<file path="config.mk">
export PLATFORM = sky130hd
export DESIGN_NAME = cpcs_seq
export DESIGN_NICKNAME = d
export VERILOG_FILES = /design/src/rtl/cpcs_pkg.sv /design/src/rtl/cpcs_fetch_chk.sv /design/src/rtl/cpcs_cap_seq.sv /design/src/rtl/cpcs_seq.sv
export SDC_FILE = /design/constraint.sdc
export NUM_CORES = 1
export LEC_CHECK = 0
export BUFFER_PORTS_ARGS = -buffer_cell sky130_fd_sc_hd__buf_2
export CORE_AREA = 2 2 158 160
export DETAILED_ROUTE_END_ITERATION = 10
export DIE_AREA = 0 0 160 162
export GPL_ROUTABILITY_DRIVEN = 0
export GPL_TIMING_DRIVEN = 0
export PLACE_DENSITY_LB_ADDON = 0.15
export SLEW_MARGIN = 20
export SYNTH_ARGS = -nofsm -noshare
export SYNTH_HDL_FRONTEND = slang
export SYNTH_SLANG_ARGS = --single-unit
</file>
<file path="constraint.sdc">
create_clock -name clk -period 8.1 [get_ports clk]
set_input_delay 1.215 -clock clk [delete_from_list [all_inputs] [get_ports clk]]
set_output_delay 1.215 -clock clk [all_outputs]
set_load 0.005 [all_outputs]
</file>
<file path="src/rtl/cpcs_pkg.sv">
package cpcs_pkg;
    localparam int CAP_AW = 16;
    localparam int CAP_TW = CAP_AW + 1;

    typedef struct packed {
        logic              tag;
        logic [CAP_TW-1:0] top;
        logic [CAP_AW-1:0] base;
        logic [CAP_AW-1:0] offset;
    } cap_t;

    localparam int CAP_W = $bits(cap_t);

    typedef enum logic [1:0] {
        FC_ADDR = 2'd0,
        FC_TAG  = 2'd1,
        FC_LEN  = 2'd2
    } fault_cause_e;

    typedef enum logic [1:0] {
        SQ_IDLE        = 2'd0,
        SQ_BRANCH      = 2'd1,
        SQ_CALL        = 2'd2,
        SQ_BRANCH_CALL = 2'd3
    } seq_state_e;

    localparam logic [7:0] NO_REG = 8'hFF;

    function automatic cap_t cap_default();
        cap_t c;
        c.tag    = 1'b1;
        c.top    = CAP_TW'(1) << CAP_AW;
        c.base   = '0;
        c.offset = '0;
        return c;
    endfunction
endpackage

</file>
<file path="src/rtl/cpcs_fetch_chk.sv">
module cpcs_fetch_chk
    import cpcs_pkg::*;
#(
    parameter int FETCH_BYTES = 4
) (
    input  logic              clk,
    input  logic              rst_n,
    input  logic              fetch_req,
    input  logic [CAP_AW-1:0] pc_off,
    input  logic              cur_tag,
    input  logic [CAP_AW-1:0] cur_base,
    input  logic [CAP_TW-1:0] cur_top,
    output logic              fetch_ok,
    output logic [CAP_AW-1:0] fetch_addr,
    output logic              fault_valid,
    output logic [1:0]        fault_cause,
    output logic [7:0]        fault_reg
);
    localparam int ALW = $clog2(FETCH_BYTES);
    localparam logic [CAP_TW:0] STEP = (CAP_TW+1)'(FETCH_BYTES);

    logic [CAP_TW-1:0] abs_full;
    logic [CAP_TW:0]   end_full;
    logic              misaligned, overrun, any_fault;
    fault_cause_e      cause_d;

    always_comb begin
        abs_full   = {1'b0, cur_base} + {1'b0, pc_off};
        end_full   = {1'b0, abs_full} + STEP;
        misaligned = |abs_full[ALW-1:0];
        overrun    = end_full > {1'b0, cur_top};
        any_fault  = 1'b1;
        cause_d    = FC_ADDR;
        if (misaligned)    cause_d = FC_ADDR;
        else if (!cur_tag) cause_d = FC_TAG;
        else if (overrun)  cause_d = FC_LEN;
        else               any_fault = 1'b0;
    end

    always_ff @(posedge clk) begin
        if (!rst_n) begin
            fetch_ok    <= 1'b0;
            fault_valid <= 1'b0;
            fault_cause <= 2'd0;
            fault_reg   <= 8'd0;
            fetch_addr  <= '0;
        end else begin
            fetch_ok    <= fetch_req && !any_fault;
            fault_valid <= fetch_req && any_fault;
            fault_cause <= fetch_req ? cause_d : 2'd0;
            fault_reg   <= (fetch_req && any_fault) ? NO_REG : 8'd0;
            if (fetch_req) fetch_addr <= abs_full[CAP_AW-1:0];
        end
    end

    AST_FETCH_EXCL: assert property (@(posedge clk) disable iff (!rst_n)
        !(fault_valid && fetch_ok));
    AST_FETCH_FROM_REQ: assert property (@(posedge clk) disable iff (!rst_n)
        (fault_valid || fetch_ok) |-> $past(fetch_req));
    AST_FAULT_NOREG: assert property (@(posedge clk) disable iff (!rst_n)
        fault_valid |-> fault_reg == NO_REG);
    AST_ALIGN_FIRST: assert property (@(posedge clk) disable iff (!rst_n)
        (fault_valid && (|fetch_addr[ALW-1:0])) |-> fault_cause == FC_ADDR);
endmodule

</file>
<file path="src/rtl/cpcs_cap_seq.sv">
module cpcs_cap_seq
    import cpcs_pkg::*;
#(
    parameter logic [CAP_AW-1:0] VEC_OFFSET = 16'h0180
) (
    input  logic              clk,
    input  logic              rst_n,
    input  logic [CAP_AW-1:0] pc_off,
    input  logic              advance,
    input  logic              in_delay,
    input  logic              cbr_req,
    input  logic              cbr_call,
    input  cap_t              cbr_target,
    input  logic              exc_take,
    input  logic              exl,
    input  cap_t              kcc,
    input  logic              eret,
    output cap_t              pcc_q,
    output cap_t              nxt_q,
    output cap_t              dly_q,
    output cap_t              epcc_q,
    output logic [CAP_AW-1:0] dly_pc_q,
    output logic              vec_valid,
    output logic [CAP_AW-1:0] vec_addr,
    output logic              br_pending,
    output logic              call_delay
);
    seq_state_e        state_q, state_d;
    logic              pend_c, call_c, pend_n, call_n;
    logic              normal_cycle;
    logic [CAP_TW-1:0] save_abs;
    cap_t              save_cap;

    assign normal_cycle = !exc_take && !eret;

    // flag state machine: next state
    always_comb begin
        pend_c = 1'b0;
        call_c = 1'b0;
        unique case (state_q)
            SQ_IDLE:        ;
            SQ_BRANCH:      pend_c = 1'b1;
            SQ_CALL:        call_c = 1'b1;
            SQ_BRANCH_CALL: begin pend_c = 1'b1; call_c = 1'b1; end
        endcase
        pend_n = pend_c;
        call_n = call_c;
        if (normal_cycle) begin
            if (advance) begin
                pend_n = 1'b0;
                if (!in_delay) call_n = 1'b0;
            end
            if (cbr_req) begin
                pend_n = 1'b1;
                if (cbr_call) call_n = 1'b1;
            end
        end
        unique case ({pend_n, call_n})
            2'b00: state_d = SQ_IDLE;
            2'b10: state_d = SQ_BRANCH;
            2'b01: state_d = SQ_CALL;
            2'b11: state_d = SQ_BRANCH_CALL;
        endcase
    end

    // flag state machine: state register
    always_ff @(posedge clk) begin
        if (!rst_n) state_q <= SQ_IDLE;
        else        state_q <= state_d;
    end

    // flag outputs
    always_comb begin
        br_pending = (state_q == SQ_BRANCH) || (state_q == SQ_BRANCH_CALL);
        call_delay = (state_q == SQ_CALL)   || (state_q == SQ_BRANCH_CALL);
    end

    // saved capability on exception entry
    always_comb begin
        save_abs = {1'b0, pcc_q.base} + {1'b0, pc_off};
        if (save_abs <= pcc_q.top) begin
            save_cap        = pcc_q;
            save_cap.offset = pc_off;
        end else begin
            save_cap.tag    = 1'b0;
            save_cap.top    = CAP_TW'(1) << CAP_AW;
            save_cap.base   = '0;
            save_cap.offset = save_abs[CAP_AW-1:0];
        end
    end

    // capability registers
    always_ff @(posedge clk) begin
        if (!rst_n) begin
            pcc_q     <= cap_default();
            nxt_q     <= cap_default();
            dly_q     <= cap_default();
            epcc_q    <= cap_default();
            dly_pc_q  <= '0;
            vec_valid <= 1'b0;
            vec_addr  <= '0;
        end else begin
            vec_valid <= exc_take;
            if (exc_take) begin
                if (!exl) epcc_q <= save_cap;
                nxt_q    <= kcc;
                dly_q    <= kcc;
                vec_addr <= kcc.base + VEC_OFFSET;
            end else if (eret) begin
                nxt_q <= epcc_q;
                dly_q <= epcc_q;
            end else begin
                if (advance) begin
                    pcc_q <= nxt_q;
                    if (in_delay) nxt_q <= dly_q;
                end
                if (cbr_req) begin
                    dly_q    <= cbr_target;
                    dly_pc_q <= cbr_target.offset;
                end
            end
        end
    end

    AST_EXC_LOADS_KCC: assert property (@(posedge clk) disable iff (!rst_n)
        exc_take |=> (nxt_q == $past(kcc)) && (dly_q == $past(kcc)));
    AST_ERET_LOADS_EPCC: assert property (@(posedge clk) disable iff (!rst_n)
        (eret && !exc_take) |=> (nxt_q == $past(epcc_q)) && (dly_q == $past(epcc_q)));
    AST_ADV_MOVES_NEXT: assert property (@(posedge clk) disable iff (!rst_n)
        (advance && normal_cycle) |=> pcc_q == $past(nxt_q));
    AST_EXL_HOLDS_EPCC: assert property (@(posedge clk) disable iff (!rst_n)
        (exc_take && exl) |=> $stable(epcc_q));
    AST_TRAP_HOLDS_PCC: assert property (@(posedge clk) disable iff (!rst_n)
        (exc_take || eret) |=> $stable(pcc_q) && $stable(br_pending) && $stable(call_delay));
    AST_BRANCH_PENDS: assert property (@(posedge clk) disable iff (!rst_n)
        (cbr_req && normal_cycle) |=> br_pending);
endmodule

</file>
<file path="src/rtl/cpcs_seq.sv">
module cpcs_seq
    import cpcs_pkg::*;
#(
    parameter logic [CAP_AW-1:0] VEC_OFFSET  = 16'h0180,
    parameter int                FETCH_BYTES = 4
) (
    input  logic              clk,
    input  logic              rst_n,
    input  logic [CAP_AW-1:0] pc_off,
    input  logic              fetch_req,
    output logic              fetch_ok,
    output logic [CAP_AW-1:0] fetch_addr,
    output logic              fault_valid,
    output logic [1:0]        fault_cause,
    output logic [7:0]        fault_reg,
    input  logic              advance,
    input  logic              in_delay,
    input  logic              cbr_req,
    input  logic              cbr_call,
    input  logic [CAP_W-1:0]  cbr_target,
    input  logic              exc_take,
    input  logic              exl,
    input  logic [CAP_W-1:0]  kcc,
    input  logic              eret,
    output logic              vec_valid,
    output logic [CAP_AW-1:0] vec_addr,
    output logic [CAP_W-1:0]  pcc_cap,
    output logic [CAP_W-1:0]  next_cap,
    output logic [CAP_W-1:0]  delayed_cap,
    output logic [CAP_W-1:0]  epcc_cap,
    output logic [CAP_AW-1:0] delayed_pc,
    output logic              br_pending,
    output logic              call_delay
);
    cap_t pcc_c, nxt_c, dly_c, epcc_c, tgt_c, kcc_c;

    assign tgt_c = cap_t'(cbr_target);
    assign kcc_c = cap_t'(kcc);

    cpcs_cap_seq #(.VEC_OFFSET(VEC_OFFSET)) u_cap_seq (
        .clk        (clk),
        .rst_n      (rst_n),
        .pc_off     (pc_off),
        .advance    (advance),
        .in_delay   (in_delay),
        .cbr_req    (cbr_req),
        .cbr_call   (cbr_call),
        .cbr_target (tgt_c),
        .exc_take   (exc_take),
        .exl        (exl),
        .kcc        (kcc_c),
        .eret       (eret),
        .pcc_q      (pcc_c),
        .nxt_q      (nxt_c),
        .dly_q      (dly_c),
        .epcc_q     (epcc_c),
        .dly_pc_q   (delayed_pc),
        .vec_valid  (vec_valid),
        .vec_addr   (vec_addr),
        .br_pending (br_pending),
        .call_delay (call_delay)
    );

    cpcs_fetch_chk #(.FETCH_BYTES(FETCH_BYTES)) u_fetch_chk (
        .clk         (clk),
        .rst_n       (rst_n),
        .fetch_req   (fetch_req),
        .pc_off      (pc_off),
        .cur_tag     (pcc_c.tag),
        .cur_base    (pcc_c.base),
        .cur_top     (pcc_c.top),
        .fetch_ok    (fetch_ok),
        .fetch_addr  (fetch_addr),
        .fault_valid (fault_valid),
        .fault_cause (fault_cause),
        .fault_reg   (fault_reg)
    );

    assign pcc_cap     = pcc_c;
    assign next_cap    = nxt_c;
    assign delayed_cap = dly_c;
    assign epcc_cap    = epcc_c;
endmodule

</file>
==> impl_metrics.ini, run 1 <==
[synthesis]
synth.top_cell.area_share_pct = 43.0
synth_edf_count = 0
ys_ff_latch = 255
synth_top_family_by_area = compound AO/OA/AOI/OAI gates
yosysMostFrequentCell = a21oi_1
syn_inst = 1526
synth_area_per_cell_sq_um = 7.79
netlist_top_cells_area = dfxtp_1 (43%), a21oi_1 (11%), o21ai_0 (9.4%)
synth-simple-area-share_pct = 15.9
yosysWarnings = 0
synth_fa_ha_area_share_pct = 5.43
synth_mux_area_share_pct = 3.03
synth_area_leader_cell = dfxtp_1
synthTopCellsByCount = a21oi_1 (268), dfxtp_1 (255), nand2_1 (236), o21ai_0 (223), clkbuf_1 (104)
ys_async_sr_fraction_pct = 0
ys_types = 62
synth_fp_nets = 1703
synth_compound_area_share_pct = 25.5
synth_ff_type = dfxtp_1
ys_seq_area_share_pct = 43.0
synth_area_sq_um = 11900
synth_xor_area_share_pct = 1.99

[clock_network]
cts_setup_buffers = 0
clock-root-buffer = clkbuf_16
htreeDepth = 1
cts_sinks = 255
worstSkewPairLatency_ns = 0.58
clock_path_buffers = 3
cts-resized-gates = 0
cts-buffers-inserted = 29
cts_tree = built
path_clk_slew_ns = 0.06
hold_buffers = 0

[floorplanning]
core_sq_um = 24100
die_x_microns = 160
start_util_pct = 49.3
dieArea_sq_um = 25900
dieHeight_microns = 162
rows = 57
ios = 389

[worst_setup_path]
cp-end-kind = flip-flop
crit_start = pc_off[0]
reg2reg_slack_ns = 2.70
arrival_ns = 6.12
cpMaxStageDelayCell = clkbuf_1
endpoint = u_cap_seq.epcc_q[10]$_SDFFE_PN0P_
cp_max_fo = 10
crit_type = primary input to flip-flop
critPathRequiredTime_ns = 8.53
cp-start-kind = primary input
reg2reg_depth = 18
cpPeakStageDelay_ns = 0.61
timing.rr.start = u_cap_seq.pcc_q[16]$_SDFFE_PN0P_
path_cells = buf_2, ha_1, inv_1, fa_1, nand2b_1, a21oi_2, o21a_1, o21ai_0, xor2_1, inv_1, ha_1, nand4_1, or4_1, nor2_1, a21oi_1, o21ai_1, clkbuf_1, mux2i_1, a21oi_1
worstReg2RegEnd = u_cap_seq.epcc_q[10]$_SDFFE_PN0P_

[drt]
met3_length_microns = 4910
dr.pass1.iters = 6
routed_wl_microns = 49200
route.detailed.wl_per_inst_microns = 21.4
drt-initial-drc-count = 1171
wl_met2_microns = 22300
via_count = 13500
drtAntennaViolNets = 0
avgViaCountPerCell = 5.88
routed.top_layer = met5
met1_length_microns = 19600
drcViolationCount = 0

[place]
hpwl_microns = 37600
dpl-instance-area_sq_um = 14200
placed_cells = 2237
port_buffers = 387

[power_and_ir_drop]
ir_drop_v = 0.000141
p_leak_uw = 0.00672
p_per_area_nw_per_um2 = 208

[sta]
drv_slew = 0
rsz0062_at_grt = false
slew_headroom_pct = 22.8
whs_ns = 0.450
worst_pin_slew_ns = 1.16
setup_viol = 0
period_needed_ns = 5.69
fin_crit_sh_pct = 70.2
finalHoldViolations = 0
max_freq_mhz = 176
fin_skew_ns = 0.0192
tns_ns = 0

[finish]
ff_latch_area_sq_um = 5100
drive_gt1_share_pct = 23.3
multi_input_area_sq_um = 6160
instances_no_fill = 2293
fill_cells = 2258
design_area_sq_um = 15200
syn2layout_area_growth_pct = 28.0
nets = 2121

[global_route]
grt_max_degree = 16
grt_usage_pct = 35.9
grt_pass1_wl_microns = 72600
gr-total-overflow = 0
grt_antenna_before_repair = 7
grt_pass1_vias = 12500

[hold_path]
holdPathStages = 2
holdCritPathClass = flip-flop to flip-flop

[outcome]
status = finished clean

[flow_run]
drv_cap = 0
-- where the power goes --
group / switching (uW) / internal, uW / leakage [uW]
Combinational: 273 / 165 / 0.00415
Clock: 550 / 803 / 0.000481
Sequential: 51.6 / 1310 / 0.00209
Total: 874 / 2280 / 0.00672
-- cell usage in the layout, fill, tap and decap left out, types with 4 or more instances in the layout --
cell and n:
xor2_1 8, clkbuf_1 108, and2_1 4, nor3_1 6
mux2i_1 36, clkbuf_8 6, buf_1 7, a31oi_1 4
nand2b_1 7, a211oi_1 13, buf_4 9, clkbuf_16 29
o21ai_0 223, nor2_1 93, nor2b_1 8, a22oi_1 8
diode_2 7, clkinv_2 6, inv_1 32, ha_1 50
xnor2_1 19, and3_1 7, nand2_1 236, o21a_1 5
dfxtp_1 255, a21o_1 9, nand3_1 52, nand4_1 9
a21oi_1 268, buf_2 389
-- per-stage QoR --
stage               utilization (%)  power (uW)  setup slack [ns]
finish                         63.1        3160              2.41
global route                   63.1        3260              2.15
CTS                            63.0        3140              2.50
detailed placement             59.0        1820              1.97
global placement               59.0        1810              2.00
floorplan                         -        1610              3.25
-- metal layers --
layer  vias up  GRT usage (%)
met4         2           15.8
met5         -              0
met3       155           7.89
met2       818           59.2
met1      6348           45.4
li1       6153              -
-- area by class of cell --
type	count	area share, %
inverter	33	0.814
clock inverter	10	0.921
buffer	123	3.28
tap	324	2.66
multi-input combinational	1115	40.5
clock buffer	39	5.41
timing repair buffer	387	12.7
antenna	7	0.115
sequential	255	33.6
-- worst min-delay path by stage --
stage / end / startpoint / slack [ns]
floorplan: u_cap_seq.state_q[1]$_SDFF_PN0_ / u_cap_seq.state_q[1]$_SDFF_PN0_ / 0.45
global placement: u_cap_seq.pcc_q[13]$_SDFFE_PN0P_ / u_cap_seq.pcc_q[13]$_SDFFE_PN0P_ / 0.44
detailed placement: u_cap_seq.pcc_q[2]$_SDFFE_PN0P_ / u_cap_seq.pcc_q[2]$_SDFFE_PN0P_ / 0.44
CTS: u_cap_seq.pcc_q[2]$_SDFFE_PN0P_ / u_cap_seq.pcc_q[2]$_SDFFE_PN0P_ / 0.45
global route: u_cap_seq.pcc_q[11]$_SDFFE_PN0P_ / u_cap_seq.pcc_q[11]$_SDFFE_PN0P_ / 0.47
finish: u_cap_seq.pcc_q[2]$_SDFFE_PN0P_ / u_cap_seq.pcc_q[2]$_SDFFE_PN0P_ / 0.45
-- cell families (layout without fill, tap and decap cells) --
| group | after synthesis | after routing |
|---|---|---|
| other | 0 | 7 |
| multiplexers | 36 | 36 |
| AND/OR/NAND/NOR | 440 | 440 |
| adder cells (fa/ha/maj) | 51 | 51 |
| AO/OA/AOI/OAI | 561 | 561 |
| flip-flops | 255 | 255 |
| buffers and inverters | 156 | 592 |
| XOR/XNOR | 27 | 27 |
-- critical path: cells and delay by family --
kind	cells	cell delay [ns]
buf+inv	4	0.97
fa+ha+maj	3	0.90
xor+xnor	1	0.39
mux	1	0.35
simple gates	4	0.98
compound gates	6	1.30
(Power assumes the default switching activity.)
==> run 2, diff against run 1 <==
- CORE_AREA: 2 2 158 160 -> 2 2 164 166
- DIE_AREA: 0 0 160 162 -> 0 0 166 168
- clock period: 8.1 -> 4.7 ns (I/O delays scaled with it)
==> run 2 against run 1 <==
  * Sequential share of layout area is 0.31 points lower
  * Critical path type is now flip-flop to flip-flop
  * Power increased by 74%
  * Register-to-register slack got worse by 2.5 ns
  * Clock skew decreased by 0.0041 ns
  * Worst setup slack lost 2.2 ns
  * Final cell count increased by 1.0%
  * Sequential power is 72% higher
  * Clock power rose by 77%
  * Core utilization down 4.8 points
  * First-iteration DRC count is 10% higher
  * Die area up 7.6%
==> impl_metrics.ini, run 2 (same netlist as run 1, synthesis figures left out) <==
[clock_network]
worstSkewPairLatency_ns = 0.56
hold_buffers = 0
path_clk_slew_ns = 0.07
cts-buffers-inserted = 28
htreeDepth = 1
cts_sinks = 255
cts_tree = built
clock_path_buffers = 3
clock-root-buffer = clkbuf_16

[place]
port_buffers = 387
dp_slack_ns = -0.783
hpwl_microns = 38000
placed_cells = 2254
dpl-instance-area_sq_um = 14200

[finish]
drive_gt1_share_pct = 24.2
design_area_sq_um = 15400
syn2layout_area_growth_pct = 29.2
utilization_pct = 58.3
final_common_cell = buf_2
instances_no_fill = 2316
nets = 2124
layout_common_cells = buf_2 (388), a21oi_1 (268), dfxtp_1 (254)

[global_route]
grt_usage_pct = 32.9
grt_pass1_vias = 12100
gr-total-overflow = 0
grt_max_degree = 15
grt_antenna_before_repair = 6
grt_pass1_wl_microns = 71900

[worst_setup_path]
cp_num_buf_inv = 1
cpMaxStageDelayCell = dfxtp_1
crit_family = compound AO/OA/AOI/OAI gates
arrival_ns = 5.02
critPathRequiredTime_ns = 5.19
reg2reg_depth = 16
crit_type = flip-flop to flip-flop
cpPeakStageDelay_ns = 0.46
cp_max_fo = 5
crit_cells = 16
cp-end-kind = flip-flop
cp-start-kind = flip-flop
path_cells = ha_1, and2_4, a221oi_2, a21oi_1, o211a_1, nor2_1, inv_1, nand3_1, nor2_1, xnor2_1, ha_1, and3_1, a221o_1, a221o_1, o21ai_0, and3b_1

[outcome]
status = finished clean

[drt]
drtAntennaViolNets = 0
drcViolationCount = 0
dr.pass1.iters = 7
via_count = 13300
route.detailed.wl_per_inst_microns = 21.3
drt-initial-drc-count = 1291
avgViaCountPerCell = 5.74
routed_wl_microns = 49300

[sta]
slew_headroom_pct = 23.0
setup_viol = 0
fin_skew_ns = 0.0152
period_needed_ns = 4.53
fin_crit_sh_pct = 96.4
rsz0062_at_grt = false
worst_pin_slew_ns = 1.15
finalHoldViolations = 0
fin_ws_ns = 0.167
max_freq_mhz = 221
drv_slew = 0

[floorplanning]
start_util_pct = 45.1
core_sq_um = 26400
dieHeight_microns = 168
ios = 389
die_x_microns = 166
rows = 60
dieArea_sq_um = 27900

[hold_path]
holdCritPathClass = primary input to flip-flop
holdPathStages = 3

[power_and_ir_drop]
power_uw = 5510
p_leak_uw = 0.00681
p_per_area_nw_per_um2 = 358
ir_drop_v = 0.000252

[flow_run]
drv_cap = 0
run 2: changes by cell type in the layout (fill, tap and decap cells not counted), sizes merged:
cell / delta
buf: +5
bufinv: +1
clkbuf: -1
clkinv: +3
diode: -1
inv: -1
run 2: metal layers:
metal  up-vias  part of all wire [%]  track usage, %
met5         -                     0               0
met4         0                   3.4            11.8
met3       101                   8.7            5.64
met2       695                    45            53.0
met1      6328                    42            44.7
li1       6178                     -               -
run 2: repair_timing:
item | in CTS | in global routing
buffers inserted | 0 | 5
endpoints found under the setup margin | 52 | 52
resized for setup | 8 | 6
pin swaps | 0 | 3
run 2: through the flow:
stage	TNS (ns)	hold slack, ns
2_1_floorplan	0	0.453
6_report	0	0.397
5_1_grt	0	0.403
3_5_place_dp	-29.82	0.445
4_1_cts	0	0.390
3_3_place_gp	-26.36	0.439
run 2: path summary, 6_finish.rpt:
check	to	slack (ns)	startpoint
worst max-delay path	u_fetch_chk.fetch_ok$_SDFF_PN0_	0.17	u_cap_seq.pcc_q[20]$_SDFFE_PN0P_
worst max register to register	u_fetch_chk.fetch_ok$_SDFF_PN0_	0.17	u_cap_seq.pcc_q[20]$_SDFFE_PN0P_
worst min-delay path	u_cap_seq.dly_pc_q[4]$_SDFFE_PN0P_	0.40	cbr_target[4]
worst min register to register	u_cap_seq.pcc_q[14]$_SDFFE_PN0P_	0.45	u_cap_seq.pcc_q[14]$_SDFFE_PN0P_
run 2: worst reg2reg max path, delay by kind of cell, from the launching register on:
| family | cells | cell delay [ns] |
|---|---|---|
| AOI/OAI and AO/OA | 6 | 1.70 |
| xor gates and xnor gates | 1 | 0.20 |
| adders and majority gates | 2 | 0.64 |
| buffers and inverters | 1 | 0.20 |
| DFF | 1 | 0.46 |
| and+or+nand+nor | 6 | 1.24 |
run 2: where the power goes:
| group | leakage (uW) | internal (uW) | total (uW) | switching [uW] |
|---|---|---|---|---|
| sequential | 0.00209 | 2270 | 2350 | 88.0 |
| combinational | 0.00422 | 293 | 764 | 471 |
| clock | 0.000501 | 1440 | 2390 | 950 |
| total | 0.00681 | 4000 | 5510 | 1510 |
run 2: area by class of cell:
| class | count | area, sq um |
|---|---|---|
| fill | 2579 | 11000 |
| multi-input combinational | 1115 | 6210 |
| sequential | 255 | 5110 |
| timing repair buffer | 392 | 1970 |
| clock buffer | 39 | 822 |
| buffer | 122 | 504 |
| tap | 341 | 427 |
| clock inverter | 13 | 176 |
| inverter | 33 | 124 |
| antenna | 6 | 15.0 |
==> run 3, diff against run 2 <==
- RECOVER_POWER: not set -> 25
==> run 3 against run 2 <==
  * Core utilization fell by 0.27 points
  * Worst setup slack better by 0.0022 ns
  * Critical endpoint unchanged
  * Critical path depth did not move
==> impl_metrics.ini, run 3 (same netlist as run 1, synthesis figures left out) <==
[drt]
met1_length_microns = 20600
route.detailed.wl_per_inst_microns = 21.2
routed_wl_microns = 49200
drtAntennaViolNets = 0
wl_met2_microns = 22300
drt-initial-drc-count = 1326
met3_length_microns = 4560
via_count = 13300
avgViaCountPerCell = 5.72
drcViolationCount = 0
routed.top_layer = met4
dr.pass1.iters = 6

[place]
port_buffers = 387
hpwl_microns = 38000
placed_cells = 2254

[sta]
max_freq_mhz = 221
slew_headroom_pct = 12.7
drv_slew = 0
rsz0062_at_grt = false
tns_ns = 0
fin_crit_sh_pct = 96.4
finalHoldViolations = 0
fin_skew_ns = 0.0161
setup_viol = 0
worst_pin_slew_ns = 1.30
period_needed_ns = 4.53
whs_ns = 0.397

[hold_path]
holdPathStages = 3
holdCritPathClass = primary input to flip-flop

[floorplanning]
core_sq_um = 26400
rows = 60
ios = 389
dieArea_sq_um = 27900
dieHeight_microns = 168
start_util_pct = 45.1
die_x_microns = 166

[power_and_ir_drop]
p_per_area_nw_per_um2 = 359
power_uw = 5490
swShare_pct = 27.4
combPwrFrac_pct = 13.8
p_leak_uw = 0.00659
p_clk_share_pct = 43.4
netSwitchingPower_uw = 1500
ir_drop_v = 0.000251
internal_power_uw = 3990
pwr-share-seq_pct = 42.8

[global_route]
gr-total-overflow = 0
grt_pass1_vias = 12100
grt_antenna_before_repair = 6
grt_usage_pct = 32.9
grt_max_degree = 15
grt_pass1_wl_microns = 71900

[worst_setup_path]
cp-end-kind = flip-flop
critPathRequiredTime_ns = 5.19
reg2reg_depth = 16
reg2reg_slack_ns = 0.17
cp_max_fo = 5
arrival_ns = 5.02
crit_type = flip-flop to flip-flop
cp-start-kind = flip-flop

[finish]
final_common_cell = buf_2
nets = 2124
fill_cells = 2594
instances_no_fill = 2317
syn2layout_area_growth_pct = 28.6
layout_common_cells = buf_2 (333), a21oi_1 (268), dfxtp_1 (254)
drive_gt1_share_pct = 21.3

[clock_network]
path_clk_slew_ns = 0.06
worstSkewPairLatency_ns = 0.56
htreeDepth = 1
clock-root-buffer = clkbuf_16
clock_path_buffers = 3
cts-buffers-inserted = 28
cts_sinks = 255
cts_tree = built

[outcome]
status = finished clean

[flow_run]
drv_cap = 0
==> run 3: changes by cell type in the layout (fill, tap and decap cells not counted) <==
cell,delta
clkbuf_1,+54
diode_2,+1
buf_2,-55
nor3_1,+1
buf_1,+1
nor3_2,-1
==> run 3: worst paths after layout <==
check                                                      start                            endpoint
worst min-delay path                               cbr_target[4]  u_cap_seq.dly_pc_q[4]$_SDFFE_PN0P_
worst max register to register  u_cap_seq.pcc_q[20]$_SDFFE_PN0P_     u_fetch_chk.fetch_ok$_SDFF_PN0_
worst max-delay path            u_cap_seq.pcc_q[20]$_SDFFE_PN0P_     u_fetch_chk.fetch_ok$_SDFF_PN0_
worst min register to register  u_cap_seq.pcc_q[11]$_SDFFE_PN0P_    u_cap_seq.pcc_q[11]$_SDFFE_PN0P_
==> run 3: area by class of cell <==
| class | instances | area, sq um | area share, % |
|---|---|---|---|
| sequential | 255 | 5110 | 33.4 |
| multi-input combinational | 1115 | 6210 | 40.6 |
| tap | 341 | 427 | 2.79 |
| antenna | 7 | 17.5 | 0.115 |
| clock inverter | 13 | 176 | 1.15 |
| clock buffer | 39 | 822 | 5.38 |
| inverter | 33 | 124 | 0.810 |
| buffer | 122 | 504 | 3.30 |
| timing repair buffer | 392 | 1910 | 12.5 |
==> run 3: metrics by stage <==
step | cell area, sq um | utilization (%) | worst slack [ns]
after floorplan | 11900 | - | 0.358
after global placement | 14200 | 54.1 | -0.732
after detailed placement | 14200 | 54.1 | -0.783
after CTS | 15300 | 58.0 | 0.00827
after global routing | 15300 | 58.0 | 0.00388
final | 15300 | 58.0 | 0.169
==> run 3: critical path, cell delays in order (launching register included) <==
cell,delay [ns]
dfxtp_1,0.47
ha_1,0.36
and2_4,0.18
a221oi_2,0.36
a21oi_1,0.15
o211a_1,0.24
nor2_1,0.32
inv_1,0.19
nand3_1,0.24
nor2_1,0.09
xnor2_1,0.20
ha_1,0.28
and3_1,0.19
a221o_1,0.35
a221o_1,0.31
o21ai_0,0.28
and3b_1,0.24
==> run 3: per-layer routing <==
layer,GRT usage (%),vias up
met2,53.0,718
met5,0,-
li1,-,6175
met1,44.7,6257
met3,5.64,101
met4,11.8,0
==> run 3: timing repair <==
| item | 4_1_cts | 5_1_grt |
|---|---|---|
| pin swaps | 0 | 3 |
| endpoints found under the setup margin | 52 | 52 |
| cloned | 0 | 0 |
| setup buffers | 0 | 5 |
| hold buffers | 0 | 0 |
| gates resized for setup | 8 | 6 |
==> run 3: power by group through the flow <==
stage | combinational (uW) | sequential, uW | clock, uW
after floorplan | 391 | 2380 | 0
after global placement | 724 | 2400 | 0
after detailed placement | 737 | 2400 | 0
after CTS | 745 | 2350 | 2390
after global routing | 825 | 2360 | 2470
final | 757 | 2350 | 2380
